===== src/rtl/geom_cmd_unpacker.sv =====
module geom_cmd_unpacker #(
  parameter int              ADDR_W  = 12,
  parameter logic [11:0]     PACK_LO = 12'h400,
  parameter logic [11:0]     PACK_HI = 12'h43F,
  parameter logic [11:0]     DIR_LO  = 12'h440,
  parameter logic [11:0]     DIR_HI  = 12'h5CB
) (
  input  logic              clk,
  input  logic              rst_n,
  input  logic              wr_en,
  input  logic [ADDR_W-1:0] wr_addr,
  input  logic [31:0]       wr_data,
  output logic              wr_wait,
  output logic              out_valid,
  output logic [7:0]        out_cmd,
  output logic [31:0]       out_param,
  input  logic              out_ready
);
  localparam int CMD_W  = 8;
  localparam int DATA_W = 32;
  localparam int SLOTS  = DATA_W / CMD_W;
  localparam int SLOT_W = $clog2(SLOTS + 1);
  localparam int CNT_W  = 6;

  function automatic int param_count(input logic [CMD_W-1:0] op);
    case (op) inside
      8'h23, 8'h71:                      return 2;
      8'h10, 8'h12, 8'h13, 8'h14:        return 1;
      [8'h20:8'h2B], [8'h30:8'h33]:      return 1;
      8'h40, 8'h50, 8'h60, 8'h72:        return 1;
      8'h1B, 8'h1C, 8'h70:               return 3;
      8'h1A:                             return 9;
      8'h17, 8'h19:                      return 12;
      8'h16, 8'h18:                      return 16;
      8'h34:                             return 32;
      default:                           return 0;
    endcase
  endfunction

  logic [DATA_W-1:0] word_q;
  logic [SLOT_W-1:0] slots_q;
  logic [CNT_W-1:0]  left_q;

  logic active, auto_emit, in_pack, in_dir, emit_bus, fire, step_cmd, load;
  logic [CMD_W-1:0] cur_op;

  assign active    = slots_q != '0;
  assign cur_op    = word_q[CMD_W-1:0];
  assign auto_emit = active && left_q == '0;
  assign in_pack   = wr_en && {{(12-ADDR_W > 0 ? 0 : 0){1'b0}}, wr_addr} >= ADDR_W'(PACK_LO)
                     && wr_addr <= ADDR_W'(PACK_HI);
  assign in_dir    = wr_en && wr_addr >= ADDR_W'(DIR_LO) && wr_addr <= ADDR_W'(DIR_HI);
  assign emit_bus  = !auto_emit && (in_dir || (in_pack && active));

  assign out_valid = auto_emit || emit_bus;
  assign out_cmd   = (!auto_emit && in_dir) ? {1'b0, wr_addr[8:2]} : cur_op;
  assign out_param = auto_emit ? '0 : wr_data;
  assign wr_wait   = (auto_emit && (in_pack || in_dir)) || (emit_bus && !out_ready);

  assign fire     = out_valid && out_ready;
  assign load     = in_pack && !active;
  assign step_cmd = fire && (auto_emit || (!in_dir && left_q == CNT_W'(1)));

  always_ff @(posedge clk) begin
    if (!rst_n) begin
      word_q  <= '0;
      slots_q <= '0;
      left_q  <= '0;
    end else if (load) begin
      word_q  <= wr_data;
      slots_q <= SLOT_W'(SLOTS);
      left_q  <= CNT_W'(param_count(wr_data[CMD_W-1:0]));
    end else if (step_cmd) begin
      word_q  <= word_q >> CMD_W;
      slots_q <= slots_q - SLOT_W'(1);
      left_q  <= CNT_W'(param_count(word_q[2*CMD_W-1:CMD_W]));
    end else if (fire && !in_dir) begin
      left_q  <= left_q - CNT_W'(1);
    end
  end
endmodule


===== config.mk =====
export PLATFORM = sky130hd
export DESIGN_NAME = geom_cmd_unpacker
export DESIGN_NICKNAME = d
export VERILOG_FILES = /design/src/rtl/geom_cmd_unpacker.sv
export SDC_FILE = /design/constraint.sdc
export NUM_CORES = 1
export LEC_CHECK = 0
export ABC_CLOCK_PERIOD_IN_PS = 5800
export BUFFER_PORTS_ARGS = -buffer_cell sky130_fd_sc_hd__buf_2
export CORE_MARGIN = 2
export CORE_UTILIZATION = 53
export DETAILED_ROUTE_END_ITERATION = 16
export GPL_TIMING_DRIVEN = 0
export PLACE_DENSITY = 0.89
export RECOVER_POWER = 100
export SLEW_MARGIN = 20
export SYNTH_ARGS = -nofsm -noshare
export SYNTH_HDL_FRONTEND = slang
export SYNTH_SLANG_ARGS = --single-unit

===== constraint.sdc =====
create_clock -name clk -period 5.8 [get_ports clk]
set_input_delay 0.58 -clock clk [delete_from_list [all_inputs] [get_ports clk]]
set_output_delay 0.58 -clock clk [all_outputs]
set_load 0.05 [all_outputs]

[After elaboration in Yosys (flattened, before gate mapping)]
Index checks and enable logic that the tools add are counted.
Word-level totals
  input bits: 48
  output and inout bits: 42
  bits in registers: 41
  logic and storage cells: 132
Operators by class
  $add $sub $neg: 2
  order comparisons: 12
  reduce and logical (&&, ||, !) cells: 47
  bitwise operators: 1
  eq/ne operators: 39
  mux-type cells: 27
Operator list (number)
  == test 8 x 5 -> 1 bit, second input constant: 22
  2-to-1 mux 6 bit: 21
  == test 8 x 7 -> 1 bit, second input constant: 12
  2-to-1 mux 32 bit: 3
  == test 8 x 6 -> 1 bit, second input constant: 4
  >= comparator 8 x 6 -> 1 bit, second input constant: 4
  <= comparator 8 x 6 -> 1 bit, second input constant: 4
  >= comparator 12 x 11 -> 1 bit, second input constant: 2
  <= comparator 12 x 11 -> 1 bit, second input constant: 2
  logical AND 1 bit: 19
  OR reduction 2 bit: 9
  OR reduction 4 bit: 4
  2-to-1 mux 8 bit: 1
  == test 6 x 1 -> 1 bit, second input constant: 1
  zero test 6 bit: 1
  2-to-1 mux 3 bit: 2
  nonzero test 3 bit: 2
  OR reduction 3 bit: 2
  subtractor 6 x 1 -> 6 bit, second input constant: 1
  logical OR 1 bit: 5
  zero test 1 bit: 4
  subtractor 3 x 1 -> 3 bit, second input constant: 1
  nonzero test 2 bit: 1
  NOT 1 bit: 1

[Logic depth before layout (Yosys ltp)]
Gate-level depths: netlist of run 1.
  word-level depth: 12
  gate-level depth with buffers: 10
  depth with buffers taken out: 8

[Worst setup path after synthesis of run 1]
OpenSTA, ideal clock, no wires.
  kind: in2out
  start point: in wr_addr[7]
  end point: out wr_wait
  buffers on the path: 0
  arrival time: 2241 ps
  path slack: 2979 ps
  required time: 5220 ps
  stages on the path: 4
  cell sequence: or4_4 > nor2_1 > a21boi_0 > a21oi_1
On the way
  longest elaborated chain between the ends: 8
  elaborated cells between the ends (all ways): 15
  those cells by class: order compare (4); reduce/logical (11)
RTL lines
  from (decl): RTL line 11  | input logic [ADDR_W-1:0] wr_addr,
  >= comparator 12 x 11 -> 1 bit: RTL line 50  | assign in_pack = wr_en && {{(12-ADDR_W > 0 ? 0 : 0){1'b0}}, wr_addr} >= ADDR_W'(PACK_LO)
  logical AND 1 bit: RTL line 50
  logical AND 1 bit: RTL line 51  | && wr_addr <= ADDR_W'(PACK_HI);
  logical AND 1 bit: RTL line 53  | assign emit_bus = !auto_emit && (in_dir || (in_pack && active));
  logical OR 1 bit: RTL line 53
  logical AND 1 bit: RTL line 53
  logical AND 1 bit: RTL line 58  | assign wr_wait = (auto_emit && (in_pack || in_dir)) || (emit_bus && !out_ready);
  logical OR 1 bit (*): RTL line 58
  to (decl): RTL line 13  | output logic wr_wait,
Every way passes the cells marked *; elsewhere a longest branch is shown, timed or not.

[Worst setup path after layout of run 1]
  start point: reg left_q[2]
  end point: out wr_wait
On the way
  longest elaborated chain between the ends: 6
  elaborated cells between the ends (all ways): 7
  those cells by class: reduce/logical (7)
RTL lines
  from (decl): RTL line 42  | logic [CNT_W-1:0] left_q;
  from (signal assigned): RTL line 72  | left_q <= CNT_W'(param_count(wr_data[CMD_W-1:0]));
  from (signal assigned): RTL line 76  | left_q <= CNT_W'(param_count(word_q[2*CMD_W-1:CMD_W]));
  from (signal assigned): RTL line 78  | left_q <= left_q - CNT_W'(1);
  zero test 6 bit (*): RTL line 49  | assign auto_emit = active && left_q == '0;
  logical AND 1 bit (*): RTL line 49
  zero test 1 bit: RTL line 53
  logical AND 1 bit: RTL line 53
  logical AND 1 bit: RTL line 58
  logical OR 1 bit (*): RTL line 58
Marks and branches as above.

==> metrics.yaml, run 1 <==
path_class: "flip-flop to output port"
wl_per_cell_um: 16.50
finalCritPeriodShare: 0.6020
diodes: 0
grt_pass1_wl_um: 12810
dr.pass1.iters: 8
start_util: 0.5592
routed_wl_um: 8248
drtIter0Drc: 393
worstHoldPathType: "flip-flop to flip-flop"
avgSynthCellArea_um2: 7.900
slowest_delay_ns: 0.73
num_vias: 3101
cts-hold-fix-buffers: 0
critPathMaxFanout: 10
maxSlewViolCount: 0
hpwlAfterDp_um: 6054
power.leakage_nw: 1.189
io_buffers: 85
cp_slowest_cell: "nor4_1"
crit_chain: "nor4_1 > nand2_1 > clkbuf_1 > a21oi_1 > clkbuf_1"
synthesis.nets: 393
grt_pass1_vias: 2763
synth_seq_area_share: 0.3047
cp_data_required_time_ns: 5.22
netlist_instances: 341
layout_min_cycle_time_ns: 3.492
whs_path_depth: 2
status: "finished clean"
cts_setup_buffers: 0
core_mm2: 0.004817
hold_viol_final: 0
clkLatencyLatePin_ns: 0.30
numCtsBuffers: 5
setup_tns_ns: 0
max_cap_violations: 0
worstPathArrival_ns: 2.91
ys_ff_latch: 41
clockBufferDepth: 2
io_pins: 90
die_width_um: 75.30
ant_nets: 0
final_cells: 500
cts_tree: "yes"
clock_power_share: 0.104
root_buffer: "clkbuf_8"
ys_types: 57
gp_congestion: 0.9555
grt_max_degree: 13
viasPerCell: 6.202
antenna_found_initial: 0
die-area_mm2: 0.005669
fill_cells: 435
power.density_mw_per_mm2: 582.2
start_kind: "flip-flop"
worst-slew-pin-transition_ns: 1.217
cts-resized-gates: 0
synthArstFlopShare: 0
setup_violations: 0
max_freq_mhz: 286.4
switching_share: 0.6117
area_growth_pct: 19.97
synth_area_mm2: 0.002694
synthFlopType: "dfxtp_1"
overflow: 0
dp.cells: 493
synth_edf_count: 0
worst_path_most_repeated_cell: "clkbuf_1"
htree_levels: 2
rsz0062_at_grt: "false"
intPower_w: 0.0007307
slew_headroom: 0.1822
clock-sinks: 41
power_frac_comb: 0.713
yosysWarningCount: 0
drive_above_1_share: 0.1617
p_sw_w: 0.001151
skew_ns: 0.005531
drc_errors: 0
grt_use_total: 0.2928
pwr-share-seq: 0.183
max-vdd-ir-drop_v: 0.0004445
endpoint_kind: "output port"
rows: 25
clk_pin_slew_ns: 0.08
r2r_cells: 8
nNetsFinal: 485
die_y_um: 75.30
==> placed cells by master, fill, tap and decap left out, types with 8 or more instances in the layout <==
master    instances
a22oi_1           9
and2_0            9
dfxtp_1          41
nand2_1          30
clkbuf_1         57
mux2_2            8
a21oi_1           8
o21ai_0          11
a222oi_1         16
buf_2            53
a311oi_1          8
nor2_1           47
and2_1           28
==> power groups by stage <==
stage	sequential [W]	clock, W	combinational, W
floorplan	0.000341	0	0.00107
global placement	0.000347	0	0.00136
detailed placement	0.000348	0	0.00137
CTS	0.000342	0.000195	0.00138
global route	0.000348	0.000204	0.00144
finish	0.000344	0.000196	0.00134
==> worst max-delay path, delay by kind of cell, from the launching register on <==
family	cells	cell delay, ns
AO/OA/AOI/OAI	1	0.26
buffers and inverters	2	0.83
flip-flops	1	0.38
AND/OR/NAND/NOR	2	1.14
==> layer usage <==
| layer | vias up | track usage | routed length [um] | part of all wire |
|---|---|---|---|---|
| met5 | - | 0 | 0 | 0 |
| met3 | 24 | 0.04762 | 709 | 0.086 |
| met1 | 1425 | 0.3621 | 3418 | 0.41 |
| li1 | 1447 | - | - | - |
| met4 | 0 | 0.09747 | 178 | 0.022 |
| met2 | 205 | 0.5179 | 3943 | 0.48 |
==> synthesized netlist by cell type, types with 3 or more instances <==
cell type,number,area [um^2]
buf_2,5,25.02
nor2b_1,6,37.54
nor4b_1,4,35.03
inv_1,6,22.52
a311oi_1,8,70.07
a222oi_1,16,160.2
mux2_2,8,90.09
o21ai_0,11,55.05
nor2_1,47,176.4
a211oi_1,3,22.52
nor3_1,4,20.02
dfxtp_1,41,820.8
nand2_1,30,112.6
a21oi_1,8,40.04
and2_1,37,231.5
a31oi_1,5,31.28
xor2_1,3,26.28
nand2b_1,3,18.77
a22oi_1,9,67.56
nor3b_1,3,22.52
nor4bb_1,6,60.06
nand3_1,6,30.03
o2111ai_1,4,35.03
xnor2_1,3,26.28
ha_1,4,50.05
clkbuf_1,20,75.07
==> flip-flops by register name, indices dropped and copies added (netlist names) <==
signal / count
left_q: 6
slots_q: 3
word_q: 32
==> final cells by class <==
class | count | area (um^2) | area share
clock inverter | 1 | 7.507 | 0.002323
sequential | 41 | 820.8 | 0.2540
inverter | 7 | 26.28 | 0.008130
tap | 67 | 83.83 | 0.02594
clock buffer | 6 | 82.58 | 0.02555
timing repair buffer | 85 | 382.9 | 0.1185
multi-input combinational | 266 | 1724 | 0.5335
buffer | 27 | 103.9 | 0.03213
==> through the flow <==
stage / power (W) / util / setup slack (ns) / instance area (um^2) / hold WS [ns]
after global routing: 0.001994 / 0.6709 / 2.123 / 3232 / 0.5058
after floorplan: 0.001407 / - / 2.979 / 2694 / 0.4503
after global placement: 0.001704 / 0.6649 / 2.863 / 3203 / 0.4661
after CTS: 0.001913 / 0.6836 / 2.558 / 3293 / 0.4844
after detailed placement: 0.001718 / 0.6649 / 2.798 / 3203 / 0.4734
final: 0.001882 / 0.6709 / 2.308 / 3232 / 0.4911
==> path summary, 6_finish.rpt <==
check                           startpoint    endpoint  slack, ns
worst max-delay path             left_q[2]     wr_wait       2.31
worst min register to register  slots_q[2]  slots_q[2]       0.49
worst max register to register  slots_q[0]   left_q[4]       2.83
worst min-delay path            slots_q[2]  slots_q[2]       0.49
==> kinds of logic (layout without fill, tap and decap cells) <==
| family | count (synthesis) | after routing | share of synthesized area |
|---|---|---|---|
| xor gates and xnor gates | 6 | 6 | 0.01951 |
| AOI/OAI and AO/OA | 79 | 79 | 0.2253 |
| muxes | 9 | 9 | 0.03716 |
| buffers and inverters | 34 | 126 | 0.04969 |
| adders and majority gates | 4 | 4 | 0.01858 |
| and+or+nand+nor | 168 | 168 | 0.3451 |
| DFF | 41 | 41 | 0.3047 |
Note: power is estimated with default switching activity, not from simulation.
==> run 2, diff against run 1 <==
- ABC_CLOCK_PERIOD_IN_PS: 5800 -> 3000
- CORE_UTILIZATION: 53 -> 46
- PLACE_DENSITY: 0.89 -> 0.83
- clock period: 5.8 -> 3 ns (I/O delays scaled with it)
==> metrics.yaml, run 2 (synthesis gave the netlist of run 1 again) <==
cts-resized-gates: 0  # unchanged
slew_headroom: 0.3804  # was 0.1822
die_y_um: 80.53  # was 75.30 um
endpoint_kind: "output port"  # unchanged
clkLatencyLatePin_ns: 0.30  # about the same
die-area_mm2: 0.006484  # was 0.005669 mm^2
met3_usage: 0.04607  # was 0.04762
power.density_mw_per_mm2: 1140  # was 582.2 mW/mm^2
grt_busiest_layer: "met2"  # unchanged
cp-startpoint: "slots_q[0]"  # was left_q[2]
crit_chain: "inv_1 > ha_1 > ha_1 > nor2b_1 > and2_1 > nor2_1 > mux2_2 > clkbuf_2"  # was nor4_1 > nand2_1 > clkbuf_1 > a21oi_1 > clkbuf_1
grt_pass1_wl_um: 12540  # was 12810 um
area_growth_pct: 22.39  # was 19.97%
numCtsBuffers: 5  # unchanged
final_cells: 505  # was 500
maxSlewViolCount: 0  # unchanged
antenna_found_initial: 0  # unchanged
finalCritPeriodShare: 0.9372
worst-slew-pin-transition_ns: 0.9165  # was 1.217 ns
routed_wl_um: 8029  # was 8248 um
status: "finished clean"  # unchanged
cts_setup_buffers: 0  # unchanged
rsz0062_at_grt: "false"  # unchanged
r2r_cells: 10  # was 8
top_register: "word_q"  # unchanged
clockBufferDepth: 2  # unchanged
ant_nets: 0  # unchanged
hold_viol_final: 0  # unchanged
io_buffers: 85  # unchanged
start_kind: "flip-flop"  # unchanged
die_width_um: 80.53  # was 75.30 um
cts-hold-fix-buffers: 0  # unchanged
skew_ns: 0.005455  # was 0.005531 ns
grt_use_met1: 0.3276  # was 0.3621
viasPerCell: 6.006  # was 6.202
use_met2: 0.4108  # was 0.5179
slowest_delay_ns: 0.48  # was 0.73 ns
dr.pass1.iters: 8  # unchanged
reg2reg_setup_slack_ns: 0.23  # was 2.83 ns
whs_path_depth: 3  # was 2
power.leakage_nw: 1.302  # was 1.189 nW
cts_tree: "yes"  # unchanged
hpwlAfterDp_um: 6065  # was 6054 um
num_vias: 3033  # was 3101
htree_levels: 2  # unchanged
pre_cts_ws_ns: 0.3954  # was 2.798 ns
drtIter0Drc: 362  # was 393
path_class: "flip-flop to output port"  # unchanged
worstHoldEndpoint: "word_q[23]"  # was slots_q[2]
critPathMaxFanout: 8  # was 10
wl_per_cell_um: 15.90  # was 16.50 um
crit_buf_inv: 2  # unchanged
grt_use_total: 0.2496  # was 0.2928
io_pins: 90  # unchanged
setup_violations: 0  # unchanged
min_from: "wr_data[23]"  # was slots_q[2]
placed_area_mm2: 0.003209  # was 0.003203 mm^2
worstPathArrival_ns: 2.51  # was 2.91 ns
nNetsFinal: 485  # unchanged
max_cap_violations: 0  # unchanged
worstHoldPathType: "input port to flip-flop"  # was flip-flop to flip-flop
setup_ws_ns: 0.1884  # was 2.308 ns
dp.cells: 498  # was 493
largestRegisters: "word_q: 32 flops, left_q: 6 flops, slots_q: 3 flops"  # unchanged
drc_errors: 0  # unchanged
grt_pass1_vias: 2665  # was 2763
largest_reg_flops: 32  # unchanged
clk_pin_slew_ns: 0.08  # about the same
clock-sinks: 41  # unchanged
core_mm2: 0.005574  # was 0.004817 mm^2
start_util: 0.4833  # was 0.5592
overflow: 0  # unchanged
final_common_cell: "buf_2"  # was clkbuf_1
setup_tns_ns: 0  # unchanged
worst_path_most_repeated_cell: "ha_1"  # was clkbuf_1
drive_above_1_share: 0.2333  # was 0.1617
cp_slowest_cell: "nor2_1"  # was nor4_1
design_area_mm2: 0.003297  # was 0.003232 mm^2
max-vdd-ir-drop_v: 0.0006658  # was 0.0004445 V
grt_max_degree: 13  # unchanged
diodes: 0  # unchanged
r2r-end: "left_q[0]"  # was left_q[4]
gp_congestion: 0.9468  # was 0.9555
r2r_start: "slots_q[0]"  # unchanged
critPathTopFamily: "simple AND/OR/NAND/NOR gates"  # unchanged
max_freq_mhz: 355.7
root_buffer: "clkbuf_8"  # unchanged
rows: 27  # was 25
layout_min_cycle_time_ns: 2.812
layout_common_cells: "buf_2 (61), nor2_1 (47), dfxtp_1 (41)"  # was clkbuf_1 (57), buf_2 (53), nor2_1 (47)
cp_data_required_time_ns: 2.70  # was 5.22 ns
==> run 2: cell count changes in the layout (fill, tap and decap cells not counted), moves of 2 or more <==
cell      change
buf_2         +8
clkbuf_2     +21
and2_1        -2
and2_0        +2
clkbuf_1     -29
==> run 2: tightest hold or removal path, cell delays in order <==
cell and delay, ns:
buf_2 0.09, a222oi_1 0.05, nor2_1 0.08
==> run 2: cell type report <==
class                      count  area (um^2)
buffer                        27        102.6
clock buffer                   5        68.82
clock inverter                 2        35.03
fill                         529         2277
inverter                       7        26.28
multi-input combinational    266         1733
sequential                    41        820.8
tap                           72        90.09
timing repair buffer          85        420.4
==> run 2: how the worst max path moves through the flow <==
stage | depth (start not counted) | slack [ns] | to
floorplan | 4 | 0.57 | wr_wait
global placement | 5 | 0.47 | wr_wait
detailed placement | 5 | 0.40 | wr_wait
CTS | 5 | 0.08 | wr_wait
global route | 8 | 0.02 | out_cmd[4]
finish | 8 | 0.19 | out_cmd[4]
==> run 2: layer usage <==
metal | share of wire | routed length [um]
met2 | 0.46 | 3703
met5 | 0 | 0
met1 | 0.43 | 3483
met4 | 0.020 | 160
met3 | 0.085 | 681
==> run 2: per-stage QoR <==
stage	utilization	hold slack, ns	power (W)
2_1_floorplan	-	0.4383	0.002721
3_3_place_gp	0.5758	0.4703	0.003306
3_5_place_dp	0.5758	0.4768	0.003338
4_1_cts	0.5944	0.2651	0.003770
5_1_grt	0.5915	0.2686	0.003974
6_report	0.5915	0.2624	0.003757
==> run 2: where the power goes <==
part	leakage (nW)	switching, W	total (W)	internal [W]
clock	0.0540	0.000194	0.000436	0.000242
sequential	0.331	0.0000570	0.000665	0.000608
combinational	0.917	0.00198	0.00266	0.000679
total	1.30	0.00223	0.00376	0.00153
==> run 3, diff against run 2 <==
- ABC_CLOCK_PERIOD_IN_PS: 3000 -> 2300
- clock period: 3 -> 2.3 ns (I/O delays scaled with it)
==> metrics.yaml, run 3 (synthesis gave the netlist of run 1 again) <==
endpoint_kind: "output port"  # unchanged
power.leakage_nw: 1.420  # was 1.302 nW
area_growth_pct: 30.89  # was 22.39%
dr.pass1.iters: 8  # unchanged
hold_ws_ns: 0.1969  # was 0.2624 ns
status: "finished clean"  # unchanged
rows: 27  # unchanged
drc_errors: 0  # unchanged
largestRegisters: "word_q: 32 flops, left_q: 6 flops, slots_q: 3 flops"  # unchanged
skew_ns: 0.002909  # was 0.005455 ns
diodes: 0  # unchanged
antenna_found_initial: 0  # unchanged
grt_pass1_wl_um: 12990  # was 12540 um
clock-sinks: 41  # unchanged
pwr-share-seq: 0.164  # was 0.177
worstPathArrival_ns: 2.05  # was 2.51 ns
grt_max_degree: 13  # unchanged
rsz0062_at_grt: "true"  # was false
htree_levels: 2  # unchanged
layout_common_cells: "buf_2 (76), nor2_1 (45), dfxtp_1 (39)"  # was buf_2 (61), nor2_1 (47), dfxtp_1 (41)
numCtsBuffers: 5  # unchanged
viasPerCell: 6.070  # was 6.006
critPathMaxFanout: 8  # unchanged
num_vias: 3108  # was 3033
io_buffers: 85  # unchanged
worstHoldPathType: "input port to flip-flop"  # unchanged
routed_wl_um: 8574  # was 8029 um
largest_reg_flops: 32  # unchanged
die_width_um: 80.53  # unchanged
wl_met1_um: 3645  # was 3483 um
core_mm2: 0.005574  # unchanged
start_util: 0.4833  # unchanged
wl_met3_um: 662  # was 681 um
hold_viol_final: 0  # unchanged
grt_use_total: 0.2591  # was 0.2496
intPower_w: 0.002386  # was 0.001529 W
clkLatencyLatePin_ns: 0.29  # was 0.30 ns
clock_power_share: 0.103  # was 0.116
die-area_mm2: 0.006484  # unchanged
drtIter0Drc: 353  # was 362
hpwlAfterDp_um: 6172  # was 6065 um
reg2reg_setup_slack_ns: 0.09  # was 0.23 ns
die_y_um: 80.53  # unchanged
cp_data_required_time_ns: 2.07  # was 2.70 ns
setup_violations: 0  # unchanged
start_kind: "flip-flop"  # unchanged
cts_tree: "yes"  # unchanged
drive_above_1_share: 0.3136  # was 0.2333
max_cap_violations: 0  # unchanged
r2r_start: "slots_q[1]"  # was slots_q[0]
wl_per_cell_um: 16.75  # was 15.90 um
cp-startpoint: "slots_q[1]"  # was slots_q[0]
gp_congestion: 0.9089  # was 0.9468
p_sw_w: 0.003052  # was 0.002229 W
finalCritPeriodShare: 0.9897
top_layer_used: "met4"  # unchanged
root_buffer: "clkbuf_8"  # unchanged
nNetsFinal: 492  # was 485
wl_met2_um: 4041  # was 3703 um
grt_pass1_vias: 2645  # was 2665
power.density_mw_per_mm2: 1542  # was 1140 mW/mm^2
slew_headroom: 0.4283  # was 0.3804
max_freq_mhz: 439.3
switching_share: 0.5613  # was 0.5931
cts-hold-fix-buffers: 0  # unchanged
maxSlewViolCount: 0  # unchanged
power_frac_comb: 0.733  # was 0.707
overflow: 0  # unchanged
io_pins: 90  # unchanged
clk_pin_slew_ns: 0.07  # was 0.08 ns
worst-slew-pin-transition_ns: 0.8456  # was 0.9165 ns
top_register: "word_q"  # unchanged
ant_nets: 0  # unchanged
clockBufferDepth: 2  # unchanged
setup_tns_ns: 0  # unchanged
path_class: "flip-flop to output port"  # unchanged
max-vdd-ir-drop_v: 0.0009570  # was 0.0006658 V
min_from: "wr_data[28]"  # was wr_data[23]
final_common_cell: "buf_2"  # unchanged
layout_min_cycle_time_ns: 2.276
[run 3: changes by cell type in the layout (fill, tap and decap cells not counted), sizes merged]
cell | previous run | this run
clkbuf | 54 | 28
buf | 63 | 96
[run 3: layer usage]
metal | global-route usage | vias up
li1 | - | 1469
met1 | 0.3361 | 1441
met2 | 0.4308 | 181
met3 | 0.04045 | 17
met4 | 0.09831 | 0
met5 | 0 | -
[run 3: cell type report]
cell class                 instances  area, um^2
fill                             483        2048
inverter                           7       26.28
multi-input combinational        266        1829
clock inverter                     2       35.03
buffer                            27       132.6
sequential                        41       823.3
tap                               72       90.09
timing repair buffer              92       520.5
clock buffer                       5       68.82
[run 3: through the flow]
stage | setup slack, ns | utilization | power, W | area [um^2] | std cells
2_1_floorplan | 0.06964 | - | 0.003554 | 2698 | 341
3_3_place_gp | -0.1028 | 0.5764 | 0.004295 | 3213 | 498
3_5_place_dp | -0.1905 | 0.5764 | 0.004354 | 3213 | 498
4_1_cts | 0.01374 | 0.6106 | 0.005113 | 3403 | 506
5_1_grt | -0.09317 | 0.6325 | 0.005737 | 3526 | 512
6_report | 0.02380 | 0.6325 | 0.005438 | 3526 | 512
[run 3: power groups by stage]
stage | Clock (W) | Combinational, W | Sequential [W]
6_report | 0.000561 | 0.00399 | 0.000890
5_1_grt | 0.000604 | 0.00423 | 0.000902
4_1_cts | 0.000564 | 0.00367 | 0.000883
3_5_place_dp | 0 | 0.00348 | 0.000877
3_3_place_gp | 0 | 0.00342 | 0.000874
2_1_floorplan | 0 | 0.00269 | 0.000861
[run 3: final timing paths]
kind,end,depth (start not counted)
worst max register to register,left_q[4],8
worst min-delay path,word_q[28],3
worst min register to register,word_q[0],2
worst max-delay path,out_cmd[0],8
[run 3: worst max-delay path, cell delays in order (launching register included)]
cell and delay, ns:
dfxtp_2 0.32, inv_1 0.05, ha_2 0.19, ha_4 0.19
nor2b_4 0.06, and2_4 0.17, nor2_4 0.22, mux2_2 0.36
buf_4 0.19
[run 3: repair_timing]
item,in CTS,in global routing
pin swaps,2,9
setup endpoints to repair,67,67
gates cloned,0,0
gates resized for setup,25,28
buffers inserted,1,6
